`src/rtl/softmute_pkg.sv`:
```
package softmute_pkg;

  localparam int NUM_CH = 2;

  typedef struct packed {
    logic mute;
    logic stby;
  } dac_ctl_t;

endpackage

```
`src/rtl/sm_ctl_reg.sv`:
```
module sm_ctl_reg
  import softmute_pkg::*;
(
  input  logic     clk,
  input  logic     rst_n,
  input  logic     wr_en,
  input  dac_ctl_t wr_val,
  output dac_ctl_t ctl_q,
  output dac_ctl_t ctl_nxt,
  output logic     mute_flip
);

  always_comb begin
    ctl_nxt   = wr_en ? wr_val : ctl_q;
    mute_flip = wr_en && (wr_val.mute != ctl_q.mute);
  end

  always_ff @(posedge clk or negedge rst_n) begin
    if (!rst_n) begin
      ctl_q.mute <= 1'b1;
      ctl_q.stby <= 1'b1;
    end else if (wr_en) begin
      ctl_q <= wr_val;
    end
  end


  same_write_keeps_chk: assert property (@(posedge clk) disable iff (!rst_n)
    (wr_en && (wr_val.mute == ctl_q.mute)) |=> (ctl_q.mute == $past(ctl_q.mute)));

endmodule

```
`src/rtl/sm_chan_step.sv`:
```
module sm_chan_step #(
  parameter int GAIN_W = 5
) (
  input  logic              clk,
  input  logic              rst_n,
  input  logic              snap,
  input  logic              step_en,
  input  logic [GAIN_W-1:0] tgt,
  output logic [GAIN_W-1:0] att,
  output logic              at_tgt
);

  logic [GAIN_W-1:0] att_q, att_d;

  always_comb begin
    at_tgt = (att_q == tgt);
    att_d  = att_q;
    if (snap) begin
      att_d = tgt;
    end else if (step_en && !at_tgt) begin
      if (att_q < tgt) att_d = att_q + 1'b1;
      else             att_d = att_q - 1'b1;
    end
  end

  always_ff @(posedge clk or negedge rst_n) begin
    if (!rst_n) att_q <= '1;
    else        att_q <= att_d;
  end

  assign att = att_q;


  hold_no_strobe_chk: assert property (@(posedge clk) disable iff (!rst_n)
    (!snap && !step_en) |=> (att_q == $past(att_q)));


  single_step_chk: assert property (@(posedge clk) disable iff (!rst_n)
    (!snap && step_en && !at_tgt) |=>
      ((att_q == $past(att_q) + 1'b1) || (att_q == $past(att_q) - 1'b1)));

endmodule

```
`src/rtl/sm_seq.sv`:
```
module sm_seq
  import softmute_pkg::*;
(
  input  logic     clk,
  input  logic     rst_n,
  input  dac_ctl_t ctl_nxt,
  input  logic     mute_flip,
  input  logic     stb,
  input  logic     all_at_tgt,
  output logic     snap,
  output logic     step_en,
  output logic     gate,
  output logic     evt_down,
  output logic     evt_up
);

  logic act_q, act_d, act_n, done;
  logic gate_q, gate_d, dn_q, dn_d, up_q, up_d;

  always_comb begin
    act_n   = !ctl_nxt.stby && (act_q || mute_flip);
    done    = act_n && stb && all_at_tgt;
    act_d   = act_n && !done;
    step_en = act_n && stb && !done;
    snap    = !act_d;
    gate_d  = act_d ? 1'b0 : ctl_nxt.mute;
    dn_d    = done && ctl_nxt.mute;
    up_d    = done && !ctl_nxt.mute;
  end

  always_ff @(posedge clk or negedge rst_n) begin
    if (!rst_n) begin
      act_q  <= 1'b0;
      gate_q <= 1'b1;
      dn_q   <= 1'b0;
      up_q   <= 1'b0;
    end else begin
      act_q  <= act_d;
      gate_q <= gate_d;
      dn_q   <= dn_d;
      up_q   <= up_d;
    end
  end

  assign gate     = gate_q;
  assign evt_down = dn_q;
  assign evt_up   = up_q;


  no_dual_evt_chk: assert property (@(posedge clk) disable iff (!rst_n)
    !(dn_q && up_q));


  stby_no_evt_chk: assert property (@(posedge clk) disable iff (!rst_n)
    ctl_nxt.stby |=> (!dn_q && !up_q));


  down_pulse_chk: assert property (@(posedge clk) disable iff (!rst_n)
    dn_q |=> !dn_q);

endmodule

```
`src/rtl/softmute_ramp.sv`:
```
module softmute_ramp
  import softmute_pkg::*;
#(
  parameter int GAIN_W = 5
) (
  input  logic              clk,
  input  logic              rst_n,
  input  logic              ctrl_wr,
  input  logic              ctrl_mute,
  input  logic              ctrl_stby,
  input  logic [GAIN_W-1:0] gain_l,
  input  logic [GAIN_W-1:0] gain_r,
  input  logic              gain_gang,
  input  logic              sample_stb,
  output logic [GAIN_W-1:0] attn_l,
  output logic [GAIN_W-1:0] attn_r,
  output logic              out_silence,
  output logic              evt_gain_down,
  output logic              evt_gain_up
);

  localparam logic [GAIN_W-1:0] FULL_ATT = '1;

  dac_ctl_t ctl_q, ctl_nxt, wr_val;
  logic     mute_flip, snap, step_en;
  logic [GAIN_W-1:0] prog [NUM_CH];
  logic [GAIN_W-1:0] tgt  [NUM_CH];
  logic [GAIN_W-1:0] att  [NUM_CH];
  logic [NUM_CH-1:0] at_tgt;

  assign wr_val.mute = ctrl_mute;
  assign wr_val.stby = ctrl_stby;

  sm_ctl_reg u_ctl (
    .clk       (clk),
    .rst_n     (rst_n),
    .wr_en     (ctrl_wr),
    .wr_val    (wr_val),
    .ctl_q     (ctl_q),
    .ctl_nxt   (ctl_nxt),
    .mute_flip (mute_flip)
  );

  // right channel follows the left gain when ganged
  assign prog[0] = gain_l;
  assign prog[1] = gain_gang ? gain_l : gain_r;

  for (genvar c = 0; c < NUM_CH; c++) begin : g_ch
    assign tgt[c] = ctl_nxt.mute ? FULL_ATT : prog[c];
    sm_chan_step #(.GAIN_W(GAIN_W)) u_step (
      .clk     (clk),
      .rst_n   (rst_n),
      .snap    (snap),
      .step_en (step_en),
      .tgt     (tgt[c]),
      .att     (att[c]),
      .at_tgt  (at_tgt[c])
    );
  end

  sm_seq u_seq (
    .clk        (clk),
    .rst_n      (rst_n),
    .ctl_nxt    (ctl_nxt),
    .mute_flip  (mute_flip),
    .stb        (sample_stb),
    .all_at_tgt (&at_tgt),
    .snap       (snap),
    .step_en    (step_en),
    .gate       (out_silence),
    .evt_down   (evt_gain_down),
    .evt_up     (evt_gain_up)
  );

  assign attn_l = att[0];
  assign attn_r = att[1];


  silence_full_att_chk: assert property (@(posedge clk) disable iff (!rst_n)
    out_silence |-> ((attn_l == FULL_ATT) && (attn_r == FULL_ATT)));


  stby_snap_chk: assert property (@(posedge clk) disable iff (!rst_n)
    (ctl_q.stby && !ctrl_wr) |=> (out_silence == ctl_q.mute));

endmodule

```
`config.mk`:
```
export PLATFORM = sky130hd
export DESIGN_NAME = softmute_ramp
export DESIGN_NICKNAME = d
export VERILOG_FILES = /design/src/rtl/softmute_pkg.sv /design/src/rtl/sm_ctl_reg.sv /design/src/rtl/sm_chan_step.sv /design/src/rtl/sm_seq.sv /design/src/rtl/softmute_ramp.sv
export SDC_FILE = /design/constraint.sdc
export NUM_CORES = 1
export LEC_CHECK = 0
export ABC_AREA = 1
export BUFFER_PORTS_ARGS = -buffer_cell sky130_fd_sc_hd__buf_2
export CAP_MARGIN = 5
export CORE_MARGIN = 2
export CORE_UTILIZATION = 26
export CTS_BUF_LIST = sky130_fd_sc_hd__clkbuf_4
export DETAILED_ROUTE_END_ITERATION = 7
export GPL_TIMING_DRIVEN = 0
export PLACE_DENSITY_LB_ADDON = 0.2
export SLEW_MARGIN = 5
export SYNTH_ARGS = -nofsm -noshare
export SYNTH_HDL_FRONTEND = slang
export SYNTH_SLANG_ARGS = --single-unit
```
`constraint.sdc`:
```
create_clock -name clk -period 5.5 [get_ports clk]
set_clock_uncertainty 0.15 [all_clocks]
set_input_delay 0.275 -clock clk [delete_from_list [all_inputs] [get_ports clk]]
set_output_delay 0.275 -clock clk [all_outputs]
set_load 0.05 [all_outputs]
```
==> results.sh <==
export IMPL_status="finished clean"
export IMPL_yosysSeqAreaShare=0.287
export IMPL_cts_buffer_depth=2
export IMPL_pin_count=30
export IMPL_synth_seq_cells=16
export IMPL_cap_violations=0
export IMPL_ys_flop_type="dfstp_2"
export IMPL_num_vias=1322
export IMPL_timing_rr_end="g_ch[1].u_step.att[4]"
export IMPL_r2r_cells=16
export IMPL_syn_to_final_growth_pct=18.3
export IMPL_fin_crit_sh=0.556
export IMPL_yosysWarningCount=0
export IMPL_grt_pass1_vias=1363
export IMPL_setup_violations=0
export IMPL_yosys_top_cells_count="nand2_1 (57), inv_1 (23), nand3_1 (23)"
export IMPL_setup_ws_ns=2.44
export IMPL_hold_viol=0
export IMPL_synth_area_mux_share=0.0207
export IMPL_wl_per_cell_um=12.0
export IMPL_clkLatencyLatePin_ns=0.30
export IMPL_die_area_sq_um=6210
export IMPL_cts_tree="yes"
export IMPL_end_kind="flop"
export IMPL_synth_cells=198
export IMPL_totalNegativeSetupSlack_ns=0
export IMPL_cellPowerDensity_nw_per_um2=328
export IMPL_start_util=0.267
export IMPL_clkSinkCount=16
export IMPL_drtAntennaViolNets=0
export IMPL_grt_antenna_before_repair=0
export IMPL_synth_adder_area_share=0.165
export IMPL_min_path_cells=3
export IMPL_first_iter_violations=28
export IMPL_clock_tree_root_cell="clkbuf_4"
export IMPL_synth_top_area_frac=0.235
export IMPL_dp_hpwl_mm=2.88
export IMPL_leakagePower_nw=0.919
export IMPL_arrival_ns=3.15
export IMPL_maxSlewViolCount=0
export IMPL_synth_nets=233
export IMPL_peakVddDrop_mv=0.138
export IMPL_r2r_setup_slack_ns=2.44
export IMPL_avgSynthCellArea_sq_um=7.34
export IMPL_required_ns=5.59
export IMPL_r2r_start="u_ctl.ctl_q[1]"
export IMPL_path_max_fanout=7
export IMPL_worstHoldEndpoint="g_ch[0].u_step.att[3]"
export IMPL_cts_buffers=3
export IMPL_min_from="gain_l[3]"
export IMPL_final_area_sq_um=1720
export IMPL_ys_types=30
export IMPL_synth_top_family_by_area="simple AND/OR/NAND/NOR gates"
export IMPL_place_ws_ns=2.42
export IMPL_grt_usage=0.128
export IMPL_critPathLaunch="u_ctl.ctl_q[1]"
export IMPL_startpoint_type="flop"
export IMPL_synthArstFlopShare=1.00
export IMPL_cts_resized=0
export IMPL_gp_congestion=0.801
export IMPL_max_freq_mhz=327
export IMPL_synthesis_area_sq_um=1450
export IMPL_criticalPathCategory="flop to flop"
export IMPL_drc=0
export IMPL_synth_simple_area_share=0.357
export IMPL_hp_class="input port to flop"
export IMPL_nets=267
export IMPL_coreArea_sq_um=5440
export IMPL_firstDrtPassIters=4
export IMPL_die_height_um=78.8
export IMPL_rows=27
export IMPL_worst_pin_slew_ns=0.384
export IMPL_grt_overflow=0
export IMPL_period_needed_ns=3.06
export IMPL_place_area_sq_um=1680
export IMPL_synth_area_top_cells="dfstp_2 (23%), nand2_1 (15%), ha_1 (14%)"
export IMPL_clk_pin_slew_ns=0.11
export IMPL_synth_compound_area_frac=0.0654
export IMPL_rsz0062_at_grt="false"
export IMPL_grt_pass1_wl_mm=6.29
export IMPL_wl_mm=3.64
export IMPL_num_antenna_cells=0
export IMPL_yosys_area_top_type="dfstp_2"
export IMPL_numPortBuffers=28
export IMPL_drive_gt1_frac=0.238
export IMPL_synth_edf_count=0
export IMPL_synth_most_common_cell="nand2_1"
export IMPL_htree_num_levels=1
export IMPL_vias_per_cell=4.36
export IMPL_relSlewSlack=0.744
export IMPL_grt_max_degree=17
export IMPL_die_width_um=78.8
export IMPL_synth_xor_xnor_area_share=0.0241
[state kept, by name, indices dropped and copies added, names as in the netlist]
| signal | cells |
|---|---|
| u_seq.evt_up | 1 |
| u_ctl.ctl_q | 2 |
| g_ch.u_step.att | 10 |
| u_seq.act_q | 1 |
| u_seq.gate | 1 |
| u_seq.evt_down | 1 |
[worst max-delay path, stage by stage, from the launching register on]
cell      delay (ns)
dfstp_2         0.54
inv_1           0.04
o21ai_0         0.18
inv_1           0.15
and2_1          0.20
ha_1            0.32
nand2_1         0.07
nor3_1          0.23
nor2_1          0.12
fa_1            0.41
nand3b_1        0.19
nand2_1         0.07
nand2_1         0.06
nand2_1         0.06
nand2_1         0.05
nand3_1         0.09
nand3_1         0.07
[metrics by stage]
step	std cells	hold slack (ns)	total power, mW	utilization
6_report	303	0.106	0.565	0.316
5_1_grt	303	0.151	0.623	0.316
4_1_cts	303	0.114	0.570	0.316
3_5_place_dp	298	0.0764	0.497	0.310
3_3_place_gp	298	0.0761	0.497	0.310
2_1_floorplan	198	-0.171	0.423	-
[logic make-up (layout without fill, tap and decap cells)]
kind of cell / after synthesis / in the layout
multiplexers: 3 / 3
adder cells (fa/ha/maj): 18 / 18
AND/OR/NAND/NOR: 114 / 114
buffers and inverters: 27 / 60
flip-flops: 16 / 16
XOR/XNOR: 4 / 4
AO/OA/AOI/OAI: 16 / 16
[placed cells by master, fill, tap and decap left out, types with 2 or more instances in the layout]
| cell type | Yosys | layout |
|---|---|---|
| nand3_1 | 23 | 23 |
| nor3_1 | 2 | 2 |
| buf_6 | 2 | 2 |
| and2_1 | 3 | 3 |
| or2_1 | 2 | 2 |
| dfstp_2 | 13 | 13 |
| nand2_2 | 3 | 3 |
| inv_1 | 23 | 23 |
| buf_2 | 1 | 29 |
| xor2_1 | 3 | 3 |
| dfrtp_1 | 3 | 3 |
| clkbuf_4 | 0 | 3 |
| ha_1 | 16 | 16 |
| nor2_1 | 16 | 16 |
| o21ai_0 | 5 | 5 |
| mux2i_1 | 3 | 3 |
| nand3b_1 | 4 | 4 |
| fa_1 | 2 | 2 |
| nand2_1 | 57 | 57 |
| a21oi_1 | 6 | 6 |
[area by class of cell]
cell class,count,area [sq um]
buffer,4,31.3
multi-input combinational,155,920
timing repair buffer,29,150
sequential,16,417
inverter,23,86.3
clock inverter,1,3.75
fill,605,3720
tap,72,90.1
clock buffer,3,22.5
[layer usage]
layer  track usage  routed length [um]  vias up  part of all wire
li1              -                   -      711                 -
met4        0.0404                  34        0            0.0093
met3        0.0102                  79        2             0.022
met5             0                   0        -                 0
met1         0.158                1810      592              0.50
met2         0.233                1720       17              0.47
[report_power, final]
part | switching [mW] | total (mW) | internal (mW)
sequential | 0.0203 | 0.167 | 0.146
clock | 0.0454 | 0.0719 | 0.0265
combinational | 0.210 | 0.326 | 0.116
[how the worst max path moves through the flow]
stage	to	depth (start not counted)
global route	g_ch[1].u_step.att[3]	15
global placement	g_ch[1].u_step.att[4]	16
floorplan	g_ch[1].u_step.att[4]	16
CTS	g_ch[1].u_step.att[4]	16
detailed placement	g_ch[1].u_step.att[4]	16
finish	g_ch[1].u_step.att[4]	16
[repair_timing]
item | CTS | global route
hold endpoints to repair | 3 | 0
hold buffers | 1 | 0
buffers inserted | 0 | 0
Power figures use the tool's default switching activity.
